`config.mk`:
```
export PLATFORM = sky130hd
export DESIGN_NAME = fetch_deadman
export DESIGN_NICKNAME = d
export VERILOG_FILES = /design/src/rtl/dmt_pkg.sv /design/src/rtl/dmt_regdec.sv /design/src/rtl/dmt_counter.sv /design/src/rtl/dmt_keys.sv /design/src/rtl/fetch_deadman.sv
export SDC_FILE = /design/constraint.sdc
export NUM_CORES = 1
export LEC_CHECK = 0
export ABC_CLOCK_PERIOD_IN_PS = 3550
export BUFFER_PORTS_ARGS = -buffer_cell sky130_fd_sc_hd__buf_4
export CAP_MARGIN = 5
export CELL_PAD_IN_SITES_DETAIL_PLACEMENT = 1
export CELL_PAD_IN_SITES_GLOBAL_PLACEMENT = 2
export CORE_MARGIN = 2
export CORE_UTILIZATION = 37
export CTS_CLUSTER_DIAMETER = 30
export DETAILED_ROUTE_END_ITERATION = 12
export PLACE_DENSITY_LB_ADDON = 0.05
export REMOVE_ABC_BUFFERS = 1
export SETUP_SLACK_MARGIN = 0.02
export SLEW_MARGIN = 15
export SYNTH_ARGS = -nofsm -noshare
export SYNTH_HDL_FRONTEND = slang
export SYNTH_SLANG_ARGS = --single-unit
```
`constraint.sdc`:
```
create_clock -name clk -period 3.55 [get_ports clk]
set_input_delay 0.355 -clock clk [delete_from_list [all_inputs] [get_ports clk]]
set_output_delay 0.355 -clock clk [all_outputs]
set_load 0.01 [all_outputs]
```
`src/rtl/dmt_pkg.sv`:
```
package dmt_pkg;
  localparam int DATA_W = 32;
  localparam int NSLOT  = 8;

  typedef enum logic [1:0] {
    AL_PLAIN = 2'd0,
    AL_CLR   = 2'd1,
    AL_SET   = 2'd2,
    AL_ALT   = 2'd3
  } alias_e;

  localparam int RG_CTL = 0;
  localparam int RG_PRE = 1;
  localparam int RG_CLR = 2;
  localparam int RG_STA = 3;
  localparam int RG_CNT = 4;
  localparam int RG_LIM = 5;
  localparam int RG_WIN = 6;
  localparam int RG_CAU = 7;

  localparam int EN_BIT    = 15;
  localparam int CAUSE_BIT = 5;

  localparam logic [7:0]        ARM_KEY  = 8'h40;
  localparam logic [DATA_W-1:0] SVC_KEY  = 32'h0000_0008;

  // address slot (bits 7:4) for each register index
  function automatic logic [3:0] slot_of(input int idx);
    case (idx)
      RG_CTL:  slot_of = 4'h0;
      RG_PRE:  slot_of = 4'h1;
      RG_CLR:  slot_of = 4'h2;
      RG_STA:  slot_of = 4'h3;
      RG_CNT:  slot_of = 4'h4;
      RG_LIM:  slot_of = 4'h6;
      RG_WIN:  slot_of = 4'h7;
      RG_CAU:  slot_of = 4'h8;
      default: slot_of = 4'hF;
    endcase
  endfunction

  function automatic logic apply_bit(input alias_e al, input logic cur, input logic wb);
    case (al)
      AL_CLR:  apply_bit = cur & ~wb;
      AL_SET:  apply_bit = cur | wb;
      default: apply_bit = wb;
    endcase
  endfunction
endpackage

```
`src/rtl/dmt_regdec.sv`:
```
module dmt_regdec
  import dmt_pkg::*;
#(
  parameter int NREG = NSLOT
) (
  input  logic            wr_i,
  input  logic [7:0]      addr_i,
  input  logic            blk_i,
  output logic [NREG-1:0] we_o,
  output alias_e          al_o
);
  logic ok;
  assign ok   = wr_i && !blk_i && (addr_i[1:0] == 2'b00);
  assign al_o = alias_e'(addr_i[3:2]);

  for (genvar g = 0; g < NREG; g++) begin : g_sel
    assign we_o[g] = ok && (addr_i[7:4] == slot_of(g));
  end
endmodule

```
`src/rtl/dmt_counter.sv`:
```
module dmt_counter #(
  parameter int CNT_W = 32
) (
  input  logic             clk,
  input  logic             rst_n,
  input  logic             en_i,
  input  logic             fetch_i,
  input  logic             svc_i,
  input  logic [CNT_W-1:0] limit_i,
  input  logic [CNT_W-1:0] win_i,
  input  logic             tmo_clr_i,
  output logic [CNT_W-1:0] count_o,
  output logic             win_open_o,
  output logic             tmo_o,
  output logic             expire_o
);
  logic [CNT_W-1:0] cnt_q, cnt_d, cnt_inc;
  logic             tmo_q, tmo_d;
  logic             at_lim, step;

  assign cnt_inc  = cnt_q + CNT_W'(1);
  assign at_lim   = (cnt_q >= limit_i);
  assign step     = en_i && fetch_i && !at_lim && !svc_i;
  assign expire_o = step && (cnt_inc == limit_i);

  always_comb begin
    cnt_d = cnt_q;
    if (!en_i)      cnt_d = '0;
    else if (svc_i) cnt_d = '0;
    else if (step)  cnt_d = cnt_inc;
  end

  always_comb begin
    tmo_d = tmo_q;
    if (expire_o)       tmo_d = 1'b1;
    else if (tmo_clr_i) tmo_d = 1'b0;
  end

  always_ff @(posedge clk or negedge rst_n) begin
    if (!rst_n) begin
      cnt_q <= '0;
      tmo_q <= 1'b0;
    end else begin
      cnt_q <= cnt_d;
      tmo_q <= tmo_d;
    end
  end

  assign count_o    = cnt_q;
  assign tmo_o      = tmo_q;
  assign win_open_o = en_i && (cnt_q >= win_i);
endmodule

```
`src/rtl/dmt_keys.sv`:
```
module dmt_keys
  import dmt_pkg::*;
(
  input  logic              clk,
  input  logic              rst_n,
  input  logic              en_i,
  input  logic              pre_we_i,
  input  logic [7:0]        pre_key_i,
  input  logic              clr_we_i,
  input  logic [DATA_W-1:0] clr_val_i,
  input  logic              win_open_i,
  input  logic              bad1_clr_i,
  input  logic              bad2_clr_i,
  output logic              bad1_o,
  output logic              bad2_o,
  output logic              svc_o
);
  logic armed_q, armed_d, bad1_q, bad1_d, bad2_q, bad2_d;
  logic pre_act, clr_act, pre_ok;

  assign pre_act = pre_we_i && en_i;
  assign clr_act = clr_we_i && en_i;
  assign pre_ok  = (pre_key_i == ARM_KEY);
  assign svc_o   = clr_act && armed_q && win_open_i && (clr_val_i == SVC_KEY);

  always_comb begin
    armed_d = armed_q;
    if (!en_i)        armed_d = 1'b0;
    else if (pre_act) armed_d = pre_ok;
    else if (clr_act) armed_d = 1'b0;

    bad1_d = bad1_q;
    if (pre_act && !pre_ok) bad1_d = 1'b1;
    else if (bad1_clr_i)    bad1_d = 1'b0;

    bad2_d = bad2_q;
    if (clr_act && !svc_o) bad2_d = 1'b1;
    else if (bad2_clr_i)   bad2_d = 1'b0;
  end

  always_ff @(posedge clk or negedge rst_n) begin
    if (!rst_n) begin
      armed_q <= 1'b0;
      bad1_q  <= 1'b0;
      bad2_q  <= 1'b0;
    end else begin
      armed_q <= armed_d;
      bad1_q  <= bad1_d;
      bad2_q  <= bad2_d;
    end
  end

  assign bad1_o = bad1_q;
  assign bad2_o = bad2_q;
endmodule

```
`src/rtl/fetch_deadman.sv`:
```
module fetch_deadman
  import dmt_pkg::*;
#(
  parameter int          CNT_W      = 32,
  parameter int unsigned LIMIT_INIT = 1000,
  parameter int unsigned WIN_INIT   = 500
) (
  input  logic              clk,
  input  logic              rst_n,
  input  logic              fetch_i,
  input  logic              reg_wr_i,
  input  logic [7:0]        reg_addr_i,
  input  logic [DATA_W-1:0] reg_wdata_i,
  output logic [DATA_W-1:0] reg_rdata_o,
  output logic              event_o,
  output logic              cause_o
);
  logic [NSLOT-1:0]  we;
  alias_e            al;
  logic              en_q, en_d, blk_q, blk_d, cause_q, cause_d;
  logic [CNT_W-1:0]  lim_q, lim_d, win_q, win_d, wd_c, count_q;
  logic              win_open, tmo_q, expire, svc_ok, bad1, bad2;
  logic [DATA_W-1:0] key_val;
  logic [2:0]        sta_clr;

  dmt_regdec #(.NREG(NSLOT)) u_dec (
    .wr_i(reg_wr_i), .addr_i(reg_addr_i), .blk_i(blk_q), .we_o(we), .al_o(al)
  );

  // a key written through the clear alias is taken as zero
  assign key_val = (al == AL_CLR) ? '0 : reg_wdata_i;
  assign sta_clr = (we[RG_STA] && al == AL_CLR) ? reg_wdata_i[7:5] : 3'b000;
  assign wd_c    = reg_wdata_i[CNT_W-1:0];

  dmt_counter #(.CNT_W(CNT_W)) u_cnt (
    .clk(clk), .rst_n(rst_n), .en_i(en_q), .fetch_i(fetch_i), .svc_i(svc_ok),
    .limit_i(lim_q), .win_i(win_q), .tmo_clr_i(sta_clr[0]),
    .count_o(count_q), .win_open_o(win_open), .tmo_o(tmo_q), .expire_o(expire)
  );

  dmt_keys u_keys (
    .clk(clk), .rst_n(rst_n), .en_i(en_q),
    .pre_we_i(we[RG_PRE]), .pre_key_i(key_val[15:8]),
    .clr_we_i(we[RG_CLR]), .clr_val_i(key_val),
    .win_open_i(win_open), .bad1_clr_i(sta_clr[2]), .bad2_clr_i(sta_clr[1]),
    .bad1_o(bad1), .bad2_o(bad2), .svc_o(svc_ok)
  );

  // next state of the writable registers
  always_comb begin
    en_d = en_q;
    if (we[RG_CTL]) en_d = apply_bit(al, en_q, reg_wdata_i[EN_BIT]);
    blk_d = en_q && !en_d;

    lim_d = lim_q;
    if (we[RG_LIM]) begin
      case (al)
        AL_CLR:  lim_d = lim_q & ~wd_c;
        AL_SET:  lim_d = lim_q | wd_c;
        default: lim_d = wd_c;
      endcase
    end

    win_d = win_q;
    if (we[RG_WIN]) begin
      case (al)
        AL_CLR:  win_d = win_q & ~wd_c;
        AL_SET:  win_d = win_q | wd_c;
        default: win_d = wd_c;
      endcase
    end

    cause_d = cause_q;
    if (expire)          cause_d = 1'b1;
    else if (we[RG_CAU]) cause_d = apply_bit(al, cause_q, reg_wdata_i[CAUSE_BIT]);
  end

  always_ff @(posedge clk or negedge rst_n) begin
    if (!rst_n) begin
      en_q    <= 1'b0;
      blk_q   <= 1'b0;
      lim_q   <= CNT_W'(LIMIT_INIT);
      win_q   <= CNT_W'(WIN_INIT);
      cause_q <= 1'b0;
    end else begin
      en_q    <= en_d;
      blk_q   <= blk_d;
      lim_q   <= lim_d;
      win_q   <= win_d;
      cause_q <= cause_d;
    end
  end

  always_comb begin
    reg_rdata_o = '0;
    case (reg_addr_i[7:4])
      4'h0: reg_rdata_o[EN_BIT] = en_q;
      4'h3: reg_rdata_o[7:0] = {bad1, bad2, tmo_q, 4'b0000, win_open};
      4'h4: reg_rdata_o[CNT_W-1:0] = count_q;
      4'h6: reg_rdata_o[CNT_W-1:0] = lim_q;
      4'h7: reg_rdata_o[CNT_W-1:0] = win_q;
      4'h8: reg_rdata_o[CAUSE_BIT] = cause_q;
      default: reg_rdata_o = '0;
    endcase
  end

  assign event_o = tmo_q | bad1 | bad2;
  assign cause_o = cause_q;
endmodule

```
==> results of run 1 <==
[repair_timing]
item                                    CTS  global route
resized for setup                         0             1
setup buffers                             0             0
endpoints found under the setup margin    0             2
[how the worst min path moves through the flow]
stage / cells past startpoint / to / start / slack, ns
floorplan: 0 / blk_q$_DFF_PN0_ / rst_n / 0.06
global placement: 2 / lim_q[10]$_DFFE_PN0P_ / rst_n / 0.48
detailed placement: 2 / win_q[9]$_DFFE_PN0P_ / rst_n / 0.49
CTS: 2 / lim_q[10]$_DFFE_PN0P_ / rst_n / 0.10
global route: 2 / win_q[10]$_DFFE_PN0P_ / rst_n / 0.1
finish: 2 / lim_q[10]$_DFFE_PN0P_ / rst_n / 0.06
[state kept, by name, summed over array words and instances (netlist names)]
register,cells
u_keys.bad1_o,1
u_keys.armed_q,1
blk_q,1
en_q,1
u_cnt.count_o,32
win_q,32
u_cnt.tmo_o,1
u_keys.bad2_o,1
cause_o,1
lim_q,32
[metrics by stage]
stage               std cells  hold WS (ns)
finish                   1353        0.0567
floorplan                 942        0.0594
CTS                      1353         0.101
global placement         1337         0.475
detailed placement       1337         0.489
global route             1353        0.0976
[cell families after synthesis]
kind of cell,Yosys count,share of synthesized area (%)
xor gates and xnor gates,60,6.35
adders and majority gates,67,10.1
and+or+nand+nor,300,20.5
muxes,6,0.756
DFF,103,31.3
AOI/OAI and AO/OA,301,22.2
buffers and inverters,175,8.72
[power groups by stage]
stage | combinational, mW | sequential, mW | clock [mW]
after floorplan | 0.769 | 1.52 | 0
after detailed placement | 1.23 | 1.62 | 0
after global routing | 1.39 | 1.63 | 1.10
after global placement | 1.21 | 1.62 | 0
final | 1.24 | 1.61 | 1.04
after CTS | 1.24 | 1.60 | 1.06
[layout by cell type, fill, tap and decap left out, types with 4 or more instances in the layout]
cell type | Yosys | layout
and3_1 | 10 | 10
nor3b_1 | 5 | 4
nor2b_1 | 40 | 40
inv_1 | 105 | 105
nand2b_1 | 7 | 7
nor3_1 | 27 | 26
nand2_1 | 47 | 47
a21oi_1 | 169 | 169
o21ai_0 | 21 | 21
clkbuf_16 | 0 | 9
buf_12 | 0 | 4
dfrtp_1 | 91 | 91
nand3_1 | 20 | 20
dfstp_2 | 12 | 12
a222oi_1 | 29 | 29
and4_1 | 7 | 7
a22oi_1 | 4 | 4
nand4_1 | 24 | 24
xor2_1 | 13 | 13
or3_1 | 6 | 6
ha_1 | 67 | 67
o22ai_1 | 34 | 34
nor4_1 | 30 | 29
or4_1 | 5 | 5
buf_4 | 10 | 111
nor2_1 | 45 | 44
a211oi_1 | 5 | 5
o211ai_1 | 9 | 9
xnor2_1 | 47 | 47
mux2i_1 | 4 | 4
[cells in the mapped netlist, drive strengths merged, types with 9 or more instances]
library cell	count	area, sq um
a222oi	29	290
o22ai	34	213
nand4	26	175
ha	67	838
nor2	45	169
nor4	31	200
a21oi	169	846
o21ai	21	105
inv	105	394
clkbuf	41	156
buf	29	171
o211ai	9	67.6
and3	10	62.6
dfstp	12	315
nand2	47	176
dfrtp	91	2280
nand3	22	120
nor3	29	155
nor2b	40	250
xor2	13	114
xnor2	47	412
[cell type report]
| cell class | count | area (sq um) |
|---|---|---|
| inverter | 105 | 394 |
| multi-input combinational | 734 | 5000 |
| tap | 280 | 350 |
| clock inverter | 6 | 57.6 |
| sequential | 103 | 2590 |
| clock buffer | 10 | 229 |
| fill | 2655 | 12400 |
| timing repair buffer | 115 | 913 |
[worst reg2reg max path, delay by kind of cell (launching register included)]
kind                     cells  cell delay (ns)
flip-flops                   1             0.50
XOR/XNOR                     1             0.15
AO/OA/AOI/OAI                3             1.07
adder cells (fa/ha/maj)      1             0.35
AND/OR/NAND/NOR              3             1.02
[layer usage]
layer  vias up  track usage (%)
met1      4014             41.0
met5         -                0
li1       3804                -
met3        25             3.69
met2       244             39.0
met4         0             5.37
==> flow_summary.toml, run 1 <==
[status]
outcome = "finished clean"

[route]
drc = 0
dr_total_vias = 8087
viasPerCell = 5.98
routed-wl-met2_microns = 13300
drt_iter0_drc = 707
top_layer = "met4"
firstDrtPassIters = 9
wl_per_cell_microns = 23.2
ant_nets = 0
wl_met3_microns = 1860
met1Wirelength_microns = 15800
wl_microns = 31400

[critical_path]
r2r_slack_ns = 0.35
crit_buf_inv = 0
timing.critical_path.depth = 8
worstRegToRegCells = 8
worstReg2RegEnd = "u_cnt.tmo_o$_DFFE_PN0P_"
cp.arrival_ns = 3.44
required_ns = 3.79
cp_slowest_cell = "dfrtp_1"
end_kind = "flop"
crit_type = "reg2reg"
crit_end = "u_cnt.tmo_o$_DFFE_PN0P_"
startpoint = "u_cnt.count_o[1]$_DFFE_PN0P_"
crit_fanout = 8
startpoint_type = "flop"
crit_chain = "ha_1 -> and4_1 -> nand3_2 -> nor4_2 -> xor2_1 -> a222oi_1 -> o211ai_1 -> o41ai_1"
max_stage_delay_ns = 0.50
timing.rr.start = "u_cnt.count_o[1]$_DFFE_PN0P_"
path_delay_family = "compound AO/OA/AOI/OAI gates"

[power_and_ir_drop]
p_comb_share_pct = 31.9
p_per_area_nw_per_um2 = 408
ir_worst_vdd_mv = 0.231
power.internal_mw = 2.35
switchingPower_mw = 1.53
p_leak_nw = 4.31
switching_share_pct = 39.4
finalPower_mw = 3.89
sequentialPowerShare_pct = 41.4
clkPwrFrac_pct = 26.7

[sta]
rsz0062_at_grt = "false"
tightest_slew_ns = 0.823
setup_viol = 0
tns_ns = 0
final.period_utilization_pct = 90.1
relSlewSlack_pct = 45.1
clock_skew_ns = 0.0153
fmax_ghz = 0.312
period_needed_ns = 3.20
worst_slack_ns = 0.350
hold_viol_final = 0
maxSlewViolCount = 0

[run]
maxCapViolCount = 0

[die]
die_h_microns = 154
die-area_sq_um = 23600
start_util_pct = 37.8
ios = 78
coreArea_sq_um = 21900
num_rows = 54
die_w_microns = 154

[yosys]
synth_area_sq_um = 8280
syn_avg_cell_area_sq_um = 8.18
synth_cell_type_count = 66
synthArstFlopShare_pct = 100
yosysWarnings = 0
syn_inst = 1012
synth_edf_count = 0
ys_ff_latch = 103
yosysSeqAreaShare_pct = 31.3
synth-main-ff-cell = "dfrtp_1"

[placed_design]
gp_congestion = 0.868
dpl_worst_slack_ns = 0.299
hpwl_microns = 23800
place_area_sq_um = 9240
io_buffers = 77

[global_route]
grt_pass1_vias = 8015
grt_pass1_wl_microns = 48600
grt_max_degree = 104
gr-usage-all-layers_pct = 26.4
grt-ovfl-total = 0
antenna_found_initial = 0

[final_layout]
diodes = 0
fin_area_sq_um = 9530
layout-drive-gt1-share_pct = 15.2
fin_util_pct = 43.6
area_growth_pct = 15.2
fin_nets = 1179

[cts]
cts-buffers-inserted = 9
clockRootBuffer = "clkbuf_16"
cts_tree = "yes"
hold_buffers = 0
cts_buffer_depth = 2
cts_htree_levels = 3
insertion_delay_ns = 0.37
clkTransAtPathRegs_ns = 0.08
clkSinkCount = 103

[min_path]
hp-class = "in2async"
(Power assumes the default switching activity.)
==> run 2, diff against run 1 <==
--- a/config.mk
+++ b/config.mk
@@ -15,6 +15,7 @@
 export CTS_CLUSTER_DIAMETER = 30
 export DETAILED_ROUTE_END_ITERATION = 12
 export PLACE_DENSITY_LB_ADDON = 0.05
+export RECOVER_POWER = 50
 export REMOVE_ABC_BUFFERS = 1
 export SETUP_SLACK_MARGIN = 0.02
 export SLEW_MARGIN = 15
==> constraint.sdc (replaced) <==
create_clock -name clk -period 3.55 [get_ports clk]
set_input_delay 0.5325 -clock clk [delete_from_list [all_inputs] [get_ports clk]]
set_output_delay 0.5325 -clock clk [all_outputs]
set_load 0.01 [all_outputs]
==> run 2 against run 1 <==
  * The run now ends with max-capacitance violations, max-slew violations left
  * Cell area is 0.84% lower
  * Wire length decreased by 3.9%
  * Sequential share of layout area rose by 0.24 points
  * Count of clock-buffer cells in the layout is the same
  * Clock power about the same
  * Register-to-register slack improved by 0.05 ns
  * Cell count down 0.44%
  * Die area stayed put
  * Setup slack got worse by 0.081 ns
  * Utilization shrank 0.37 points
  * Sequential power is essentially flat
  * Critical path type is now reg2out
==> flow_summary.toml, run 2 (synthesis results as in run 1) <==
[status]
outcome = "finished with violations"
violations = "max-capacitance violations, max-slew violations"

[die]
ios = 78
coreArea_sq_um = 21900
die_h_microns = 154
num_rows = 54
start_util_pct = 37.8
die-area_sq_um = 23600
die_w_microns = 154

[run]
maxCapViolCount = 1

[route]
dr_total_vias = 7938
wl_met3_microns = 1240
drt_iter0_drc = 695
wl_microns = 30100
viasPerCell = 5.89
drc = 0
ant_nets = 0
routed-wl-met2_microns = 12600
wl_per_cell_microns = 22.4
firstDrtPassIters = 6
met1Wirelength_microns = 16000
top_layer = "met4"

[sta]
clock_skew_ns = 0.0108
hold_ws_ns = 0.462
tightest_slew_ns = 2.42
maxSlewViolCount = 41
hold_viol_final = 0
setup_viol = 0
final.period_utilization_pct = 92.4
rsz0062_at_grt = "false"
period_needed_ns = 3.28
relSlewSlack_pct = -61.6
fmax_ghz = 0.305

[placed_design]
gp_congestion = 0.835
place_area_sq_um = 9180
io_buffers = 77
hpwl_microns = 22800

[cts]
cts_htree_levels = 3
clockRootBuffer = "clkbuf_16"
cts_setup_buffers = 0
cts-buffers-inserted = 9
clkSinkCount = 103
cts_buffer_depth = 2
cts_tree = "yes"
clkTransAtPathRegs_ns = 0.08
insertion_delay_ns = 0.36

[final_layout]
final_common_cell = "a21oi_1"
area_growth_pct = 14.2
fill_cells = 2644
fin_area_sq_um = 9450
layout-drive-gt1-share_pct = 14.2
diodes = 0
fin_nets = 1173
mostFrequentLayoutCells = "a21oi_1, inv_1, buf_4"

[power_and_ir_drop]
ir_worst_vdd_mv = 0.179
p_per_area_nw_per_um2 = 410
p_leak_nw = 4.25

[global_route]
antenna_found_initial = 0
grt-ovfl-total = 0
grt_pass1_vias = 7950
grt_pass1_wl_microns = 48100
gr-usage-all-layers_pct = 26.0
grt_max_degree = 65

[critical_path]
crit_fanout = 10
max_stage_delay_ns = 0.52
cp_slowest_cell = "dfrtp_1"
r2r_slack_ns = 0.40
crit_buf_inv = 1
startpoint_type = "flop"
cp.arrival_ns = 2.75
crit_chain = "ha_1 -> a21oi_1 -> nor2_1 -> a2111oi_0 -> a31oi_1 -> o211ai_1 -> nand2_1 -> buf_4"
crit_type = "reg2out"
required_ns = 3.02
end_kind = "output pin"
path_delay_family = "compound AO/OA/AOI/OAI gates"

[min_path]
hp-class = "in2reg"
-- run 2: changes by cell type in the layout (fill, tap and decap cells not counted), sizes merged --
cell / change
buf: -11
inv: -4
clkinv: +3
clkbuf: +5
bufinv: +1
-- run 2: worst reg2reg max path, cell delays in order, from the launching register on --
cell,delay [ns]
dfrtp_1,0.47
ha_1,0.34
and4_1,0.34
nand3_2,0.22
nor4_2,0.45
xor2_1,0.13
a222oi_1,0.40
o211ai_1,0.25
o41ai_1,0.43
-- run 2: layout make-up --
type                       instances  area [sq um]  share of cell area [%]
clock inverter                     6          58.8                   0.622
timing repair buffer             109           837                    8.85
clock buffer                      10           239                    2.53
sequential                       103          2590                    27.4
multi-input combinational        734          4980                    52.7
tap                              280           350                    3.71
inverter                         105           394                    4.17
-- run 2: per-layer routing --
metal / GRT usage, % / vias up
met5: 0 / -
met4: 4.72 / 0
met3: 2.68 / 17
met2: 36.9 / 179
met1: 42.3 / 3956
li1: - / 3786
-- run 2: worst paths after layout --
| kind | cells past startpoint | from | endpoint |
|---|---|---|---|
| max | 8 | u_cnt.count_o[11]$_DFFE_PN0P_ | reg_rdata_o[0] |
| min | 3 | reg_wdata_i[8] | win_q[8]$_DFFE_PN1P_ |
| max reg2reg | 8 | u_cnt.count_o[1]$_DFFE_PN0P_ | cause_o$_DFFE_PN0P_ |
| min reg2reg | 2 | u_keys.bad1_o$_DFFE_PN0P_ | u_keys.bad1_o$_DFFE_PN0P_ |
| max in group asynchronous | 1 | rst_n | u_cnt.count_o[9]$_DFFE_PN0P_ |
| min in group asynchronous | 1 | rst_n | win_q[11]$_DFFE_PN0P_ |
-- run 2: stage by stage --
step / total power [mW] / worst slack [ns] / TNS (ns) / utilization (%) / instances
global route: 4.14 / 0.0442 / 0 / 43.2 / 1347
CTS: 3.92 / 0.238 / 0 / 43.3 / 1347
detailed placement: 2.84 / 0.328 / 0 / 42.0 / 1331
global placement: 2.83 / 0.425 / 0 / 42.0 / 1331
floorplan: 2.29 / -0.596 / -19.00 / - / 942
finish: 3.88 / 0.269 / 0 / 43.2 / 1347
-- run 2: power breakdown --
group	switching, mW	internal (mW)	leakage, nW
Clock	0.495	0.566	0.152
Combinational	0.705	0.512	2.76
Sequential	0.263	1.34	1.34
-- run 2: repair_timing --
item / CTS / global route
hold buffers: 0 / 0
endpoints found under the hold margin: 0 / 0
endpoints found under the setup margin: 0 / 2
gates resized for setup: 0 / 2
